`src/rtl/xret_pkg.sv`:
```
package xret_pkg;

    localparam int unsigned REQ_W     = 4;
    localparam int unsigned REQ_SRET  = 0;
    localparam int unsigned REQ_MRET  = 1;
    localparam int unsigned REQ_WFI   = 2;
    localparam int unsigned REQ_FENCE = 3;

    typedef enum logic [1:0] {
        PRIV_U   = 2'd0,
        PRIV_S   = 2'd1,
        PRIV_RSV = 2'd2,
        PRIV_M   = 2'd3
    } priv_e;

    // status word bit positions
    localparam int unsigned ST_SIE    = 1;
    localparam int unsigned ST_MIE    = 3;
    localparam int unsigned ST_SPIE   = 5;
    localparam int unsigned ST_MPIE   = 7;
    localparam int unsigned ST_SPP    = 8;
    localparam int unsigned ST_MPP_LO = 11;
    localparam int unsigned ST_TVM    = 20;
    localparam int unsigned ST_TW     = 21;
    localparam int unsigned ST_TSR    = 22;

    localparam int unsigned CAUSE_W = 4;
    localparam logic [CAUSE_W-1:0] CAUSE_MISALIGN = 4'd0;
    localparam logic [CAUSE_W-1:0] CAUSE_ILLEGAL  = 4'd2;

endpackage

```
`src/rtl/xret_trap_check.sv`:
```
module xret_trap_check
    import xret_pkg::*;
(
    input  logic [REQ_W-1:0]   req,
    input  logic [1:0]         priv,
    input  logic               tsr,
    input  logic               tw,
    input  logic               tvm,
    input  logic [1:0]         sepc_lo,
    input  logic [1:0]         mepc_lo,
    input  logic               c_en,
    input  logic               new_ver,
    output logic               exc_valid,
    output logic [CAUSE_W-1:0] exc_cause,
    output logic               do_sret,
    output logic               do_mret,
    output logic               do_wfi,
    output logic               do_fence
);

    logic single;

    always_comb begin
        single    = (req != '0) && ((req & (req - 1'b1)) == '0);
        exc_valid = 1'b0;
        exc_cause = CAUSE_ILLEGAL;
        do_sret   = 1'b0;
        do_mret   = 1'b0;
        do_wfi    = 1'b0;
        do_fence  = 1'b0;
        if (single) begin
            if (req[REQ_SRET]) begin
                if (priv < PRIV_S) begin
                    exc_valid = 1'b1;
                end else if (!c_en && (sepc_lo != 2'b00)) begin
                    exc_valid = 1'b1;
                    exc_cause = CAUSE_MISALIGN;
                end else if (new_ver && tsr) begin
                    exc_valid = 1'b1;
                end else begin
                    do_sret = 1'b1;
                end
            end else if (req[REQ_MRET]) begin
                if (priv != PRIV_M) begin
                    exc_valid = 1'b1;
                end else if (!c_en && (mepc_lo != 2'b00)) begin
                    exc_valid = 1'b1;
                    exc_cause = CAUSE_MISALIGN;
                end else begin
                    do_mret = 1'b1;
                end
            end else if (req[REQ_WFI]) begin
                if ((priv == PRIV_S) && new_ver && tw) begin
                    exc_valid = 1'b1;
                end else begin
                    do_wfi = 1'b1;
                end
            end else begin
                if ((priv < PRIV_S) || ((priv == PRIV_S) && new_ver && tvm)) begin
                    exc_valid = 1'b1;
                end else begin
                    do_fence = 1'b1;
                end
            end
        end
    end

endmodule

```
`src/rtl/xret_status_calc.sv`:
```
module xret_status_calc
    import xret_pkg::*;
#(
    parameter int unsigned XLEN = 32
) (
    input  logic            is_mret,
    input  logic            new_ver,
    input  logic [XLEN-1:0] status,
    output logic [XLEN-1:0] status_n,
    output logic [1:0]      priv_n
);

    logic [1:0] prev;
    logic       pie;

    always_comb begin
        prev     = is_mret ? status[ST_MPP_LO +: 2] : {1'b0, status[ST_SPP]};
        pie      = is_mret ? status[ST_MPIE] : status[ST_SPIE];
        status_n = status;
        if (new_ver) begin
            if (is_mret) status_n[ST_MIE] = pie;
            else         status_n[ST_SIE] = pie;
        end else begin
            status_n[prev] = pie;
        end
        if (is_mret) begin
            status_n[ST_MPIE]        = 1'b0;
            status_n[ST_MPP_LO +: 2] = PRIV_U;
        end else begin
            status_n[ST_SPIE] = 1'b0;
            status_n[ST_SPP]  = 1'b0;
        end
        priv_n = prev;
    end

endmodule

```
`src/rtl/xret_trap_unit.sv`:
```
module xret_trap_unit
    import xret_pkg::*;
#(
    parameter int unsigned XLEN = 32
) (
    input  logic               clk,
    input  logic               rst_n,
    input  logic [3:0]         req_i,
    input  logic [1:0]         priv_i,
    input  logic [XLEN-1:0]    status_i,
    input  logic [XLEN-1:0]    sepc_i,
    input  logic [XLEN-1:0]    mepc_i,
    input  logic               c_en_i,
    input  logic               new_ver_i,
    output logic               exc_valid_o,
    output logic [3:0]         exc_cause_o,
    output logic               redirect_o,
    output logic [XLEN-1:0]    ret_pc_o,
    output logic [XLEN-1:0]    status_o,
    output logic [1:0]         priv_o,
    output logic               halt_o,
    output logic               tlb_flush_o
);

    typedef struct packed {
        logic            redirect;
        logic            halt;
        logic            flush;
        logic [XLEN-1:0] ret_pc;
        logic [XLEN-1:0] status;
        logic [1:0]      priv;
    } state_t;

    state_t st_d, st_q;

    logic            do_sret, do_mret, do_wfi, do_fence;
    logic [XLEN-1:0] calc_status;
    logic [1:0]      calc_priv;

    xret_trap_check u_check (
        .req       (req_i),
        .priv      (priv_i),
        .tsr       (status_i[ST_TSR]),
        .tw        (status_i[ST_TW]),
        .tvm       (status_i[ST_TVM]),
        .sepc_lo   (sepc_i[1:0]),
        .mepc_lo   (mepc_i[1:0]),
        .c_en      (c_en_i),
        .new_ver   (new_ver_i),
        .exc_valid (exc_valid_o),
        .exc_cause (exc_cause_o),
        .do_sret   (do_sret),
        .do_mret   (do_mret),
        .do_wfi    (do_wfi),
        .do_fence  (do_fence)
    );

    xret_status_calc #(.XLEN(XLEN)) u_calc (
        .is_mret  (do_mret),
        .new_ver  (new_ver_i),
        .status   (status_i),
        .status_n (calc_status),
        .priv_n   (calc_priv)
    );

    always_comb begin
        st_d          = st_q;
        st_d.redirect = do_sret | do_mret;
        st_d.halt     = do_wfi;
        st_d.flush    = do_fence;
        if (do_sret || do_mret) begin
            st_d.ret_pc = do_mret ? mepc_i : sepc_i;
            st_d.status = calc_status;
            st_d.priv   = calc_priv;
        end
    end

    always_ff @(posedge clk or negedge rst_n) begin
        if (!rst_n) begin
            st_q.redirect <= 1'b0;
            st_q.halt     <= 1'b0;
            st_q.flush    <= 1'b0;
            st_q.ret_pc   <= '0;
            st_q.status   <= '0;
            st_q.priv     <= PRIV_M;
        end else begin
            st_q <= st_d;
        end
    end

    assign redirect_o  = st_q.redirect;
    assign halt_o      = st_q.halt;
    assign tlb_flush_o = st_q.flush;
    assign ret_pc_o    = st_q.ret_pc;
    assign status_o    = st_q.status;
    assign priv_o      = st_q.priv;

endmodule

```
`config.mk`:
```
export PLATFORM = sky130hd
export DESIGN_NAME = xret_trap_unit
export DESIGN_NICKNAME = d
export VERILOG_FILES = /design/src/rtl/xret_pkg.sv /design/src/rtl/xret_trap_check.sv /design/src/rtl/xret_status_calc.sv /design/src/rtl/xret_trap_unit.sv
export SDC_FILE = /design/constraint.sdc
export NUM_CORES = 1
export LEC_CHECK = 0
export CAP_MARGIN = 10
export CELL_PAD_IN_SITES_DETAIL_PLACEMENT = 0
export CELL_PAD_IN_SITES_GLOBAL_PLACEMENT = 1
export CORE_MARGIN = 2
export CORE_UTILIZATION = 35
export DETAILED_ROUTE_END_ITERATION = 7
export DONT_BUFFER_PORTS = 1
export HOLD_SLACK_MARGIN = 0.06
export PLACE_DENSITY = 0.66
export SETUP_SLACK_MARGIN = 0.5
export SLEW_MARGIN = 5
export SYNTH_ARGS = -nofsm -noshare
export SYNTH_HDL_FRONTEND = slang
export SYNTH_HIERARCHICAL = 1
export SYNTH_SLANG_ARGS = --single-unit
```
`constraint.sdc`:
```
create_clock -name clk -period 3.29 [get_ports clk]
set_clock_uncertainty 0.1 [all_clocks]
set_input_delay 0.987 -clock clk [delete_from_list [all_inputs] [get_ports clk]]
set_output_delay 0.987 -clock clk [all_outputs]
set_load 0.02 [all_outputs]
```
After elaboration in Yosys (flattened, before gate mapping)
Index checks and enable logic that the tools add are counted.

Bits of input ports: 106. Register bits after elaboration: 69.

Mux-type cells: 55. Add/sub/neg operators: 1. Bitwise gates (word level): 2. Magnitude comparators: 3. Eq/ne operators: 2. Reduce and logical (&&, ||, !) cells: 15.

Operators with widths (count): 1-bit 2-to-1 mux (42); 32-bit bitwise mux (1); 32-bit 2-to-1 mux (1); 28-bit 2-to-1 mux (1); 4-bit 2-to-1 mux (5); 1-bit logical AND (8); 2-bit 2-to-1 mux (4); 2-bit by 6-bit less-than comparator with 1-bit output (second input constant) (1); 4-bit bitwise AND (1); 4-bit zero test (1); 2-bit nonzero test (2); 4-bit nonzero test (1); 4-bit by 1-bit subtractor with 4-bit output (second input constant) (1); 1-bit demux with 2-bit select (1); 2-bit by 1-bit equality test with 1-bit output (second input constant) (1); 2-bit by 1-bit greater-or-equal comparator with 1-bit output (second input constant) (1); 1-bit logical OR (2); 2-bit by 1-bit less-than comparator with 1-bit output (second input constant) (1); 2-bit inequality test (second input constant) (1); 1-bit zero test (1); 1-bit OR (1).

Longest topological paths before layout
Word-level depth: 15. Mapped depth: 8. Depth with buffers taken out: 7.

Cells and area by module
The synthesis kept the hierarchy.

Modules (own cells, without submodules): xret_trap_unit (area an instance 2981.6 µm², cells each 215, times used 1); xret_status_calc (area an instance 354.1 µm², cells each 47, times used 1); xret_trap_check (area an instance 212.7 µm², cells each 32, times used 1).

Worst setup path after synthesis
Ideal clock, no wire load.

Path type: input to output. Start point: input req_i[2]. End point: output exc_valid_o. Buffers on the path: 1. Slack: 0.343 ns. Data required time: 2.203 ns. Stages: 4. Arrival: 1.860 ns. Cells stage by stage: buf_6 > xor2_1 > a221oi_2 > and4b_1.

Cells in the longest elaborated chain, start to end: 5.

Ends and longest elaborated chain: start, declared (line xret_trap_unit.sv:8) `input logic [3:0] req_i,`; 4-bit by 1-bit subtractor with 4-bit output (line xret_trap_check.sv:24) `single = (req != '0) && ((req & (req - 1'b1)) == '0);`; 4-bit bitwise AND (line xret_trap_check.sv:24); 4-bit zero test (line xret_trap_check.sv:24); 1-bit logical AND (line xret_trap_check.sv:24); 1-bit 2-to-1 mux * (line xret_trap_check.sv:31) `if (single) begin`; end, declared (line xret_trap_unit.sv:15) `output logic exc_valid_o,`.

Mark *: on every way between the ends. The rest lies on a longest branch, timed or not.

Worst setup path in the final report
Start point: input req_i[1]. End point: output exc_valid_o.

Same word-level chain as after synthesis.

==> reports/results.env <==
FIRST_GLOBAL_VIAS=1998
DRIVE_GT1_SHARE_PCT=24.8
LEAKAGE_nW=1.53
AREA_GROWTH_SYN_TO_LAYOUT_PCT=2.47
EDFF_COUNT_SYNTH=0
NUMPORTBUFFERS=0
NUMBER_OF_ANTENNA_VIOLATIONS_AT_THE_FIRST_CHECK_IN_GLOBAL_ROUTING=0
MAX_STAGE_DELAY_NS=0.35
YS.FLOP_TYPE='dfrtp_1'
GRT_START_MAX_NET_PINS=70
TRITONCTS_CLOCK_TREE='built'
LAYOUT.CELLS.NON_FILLER=407
BUFS_ON_LONGEST_CLOCK_PATH=2
LEADING_CELL_TYPE_IN_THE_LAYOUT_FILL_AND_TAPS_EXCLUDED='dfrtp_1'
DRT-INITIAL-DRC-COUNT=119
DRV_SLEW=0
GLOBAL_ROUTE.USAGE.TOTAL_PCT=12.8
CP_CELL_SEQUENCE='nor4b_4 > a221oi_2 > buf_4 > and4b_2'
RSZ0062_AT_GRT='true'
CP_DATA_ARRIVAL_TIME_NS=1.82
MAXCAPVIOLCOUNT=0
VDD_IR_DROP_MAX_mV=0.301
START_UTIL_PCT=36.1
DIODES=0
CRITICAL_PATH_CELL_COUNT=4
CTSHOLDBUFFERS=0
POST_SYNTH.CELL_AREA_AVG_UM2=12.1
TIMING.CRITICAL_PATH.MAX_DELAY_FAMILY='simple AND/OR/NAND/NOR gates'
ASYNC_RESET_FF_SHARE_PCT=100
TIGHTEST_SLEW_NS=0.788
CLKSINKCOUNT=69
NUM-NETS-FINAL=375
DRTPASS1ITERATIONS=4
DRT_DRC_VIOLATIONS_LEFT=0
ROUTEDWLPERCELL_UM=17.8
CRIT_PATH_MAX_FANOUT=4
TYPE_OF_THE_WORST_SETUP_PATH='input port to output port'
RUN_STATUS='completed'
DETAIL-ROUTE-ANTENNA-NETS=0
DRT-VIAS-PER-INSTANCE=4.99
FMAXACHIEVABLE_GHz=0.344
NUM_IO_PINS=180
DIE-AREA_UM2=11000
GP_CONGESTION=0.764
CLK_PIN_SLEW_NS=0.08
FIN_TNS_SETUP_NS=0
WORST-PATH-BUF-INV=1
SYNTH_SEQ_AREA_SHARE_PCT=48.7
MAX_SLEW_MARGIN_PCT=47.5
WORSTPATHREQUIRED_NS=2.20
PLACEMENT_ROWS=36
FINAL_MIN_PERIOD_OVER_CLOCK_PERIOD_PCT=88.2
CLOCK-ROOT-BUFFER='clkbuf_8'
SYNTH.LIB_CELLS_USED.DISTINCT=37
START_KIND='input port'
DETAILED_PLACE_HPWL_UM=5080
FLOORPLAN.DIE.WIDTH_UM=105
DR_TOTAL_VIAS=2030
FIN_TOTAL_PWR_W=0.00269
FILLER_CELL_COUNT=1005
SYN-INSTANCE-COUNT=294
FINAL.MIN_CLOCK_PERIOD_NS=2.90
GRT_PASS1_WL_UM=11000
FINAL_CELL_MIX='dfrtp_1 (67), nand2_1 (36), mux2i_1 (35)'
FINAL_WS_SETUP_NS=0.387
POWER.DENSITY_nW_PER_UM2=739
MIN_DELAY_PATH_CLASS='input port to asynchronous set/reset pin'
HOLD_VIOL=0
R2R.WORST_PATH.CELLS=2
CLOCK_LATENCY_NS=0.34
SYN-CELL-AREA_UM2=3550
YS_SEQ_ELEMENTS=69
CLOCK_TREE.HTREE_LEVEL_COUNT=3
NUMBER_OF_BUFFERS_CREATED_BY_CTS=9
OVERFLOW=0
FP.COREAREA_UM2=9820
ROUTED_WIRELENGTH_UM=7250
CRITPATHCAPTURETYPE='output port'
FINALSETUPVIOLATIONS=0
DIEHEIGHT_UM=105
PLACEMENT.SETUP.WORST_SLACK_NS=0.293
CRIT_SLOWEST_CELL='and4b_2'
YOSYSWARNINGS=6
DP.CELLS=390
[metrics by stage]
step | hold slack (ns) | util [%] | area (um2)
after floorplan | 0.535 | - | 3560
after global placement | 0.553 | 34.7 | 3410
after detailed placement | 0.550 | 34.7 | 3410
after CTS | 0.204 | 36.7 | 3610
after global routing | 0.188 | 37.0 | 3640
final | 0.230 | 37.0 | 3640
[state kept, by name (all words and copies together), names as in the netlist]
| signal | flops |
|---|---|
| tlb_flush_o | 1 |
| priv_o | 2 |
| status_o | 32 |
| ret_pc_o | 32 |
| halt_o | 1 |
| redirect_o | 1 |
[cells in the mapped netlist, drive strengths merged (2+ instances only)]
library cell  number  share of area [%]
nand3              3               0.42
and2               3               0.53
buf               37                9.3
nor3               2               0.28
clkbuf             5               0.53
nor4b              2               0.67
mux2              37                 15
dfrtp             67                 47
o21ai             34                4.8
nand2             36                3.8
nor2               8                1.3
dfstp              2                1.5
nor2b              4               0.71
mux2i             35                9.9
nor3b              2               0.56
o21bai             2               0.42
nand2b             2               0.35
a21oi              2               0.28
[cells by family (layout without fill, tap and decap cells)]
kind of cell	Yosys count	after routing	share of synthesized area, %
muxes	72	72	24.8
xor gates and xnor gates	1	1	0.247
DFF	69	69	48.7
buffers and inverters	43	21	9.98
other	1	3	0.106
AOI/OAI and AO/OA	44	44	7.05
and+or+nand+nor	64	64	9.10
[what timing repair did]
item,in CTS,in global routing
endpoints found under the setup margin,2,6
setup buffers,1,0
resized for setup,3,4
[cell type report]
class / count / area, um2 / area share, %
Clock buffer: 10 / 138 / 3.79
Sequential cell: 69 / 1730 / 47.6
Timing Repair Buffer: 4 / 33.8 / 0.929
Multi-Input combinational cell: 184 / 1530 / 42.0
Inverter: 1 / 3.75 / 0.103
Clock inverter: 6 / 38.8 / 1.07
Tap cell: 133 / 166 / 4.58
[metal layers]
layer / GRT usage [%] / share of wire [%]
met5: 0 / 0
met4: 4.29 / 1.2
met3: 7.61 / 12
met2: 18.7 / 45
met1: 15.7 / 42
[path summary, 6_finish.rpt]
kind                            slack (ns)           end         start
worst min register to register        0.57  status_o[13]  status_o[13]
max in group asynchronous             2.67     priv_o[0]         rst_n
min in group clk                      0.57  status_o[13]  status_o[13]
worst max-delay path                  0.39   exc_valid_o      req_i[1]
worst max register to register        2.30  ret_pc_o[29]  ret_pc_o[29]
worst min-delay path                  0.23        halt_o         rst_n
[power breakdown]
part	switching, W	total (W)	internal [W]
sequential	0.000556	0.00168	0.00112
combinational	0.000129	0.000388	0.000259
clock	0.000328	0.000619	0.000291
total	0.00101	0.00269	0.00167
Power figures use the tool's default switching activity.
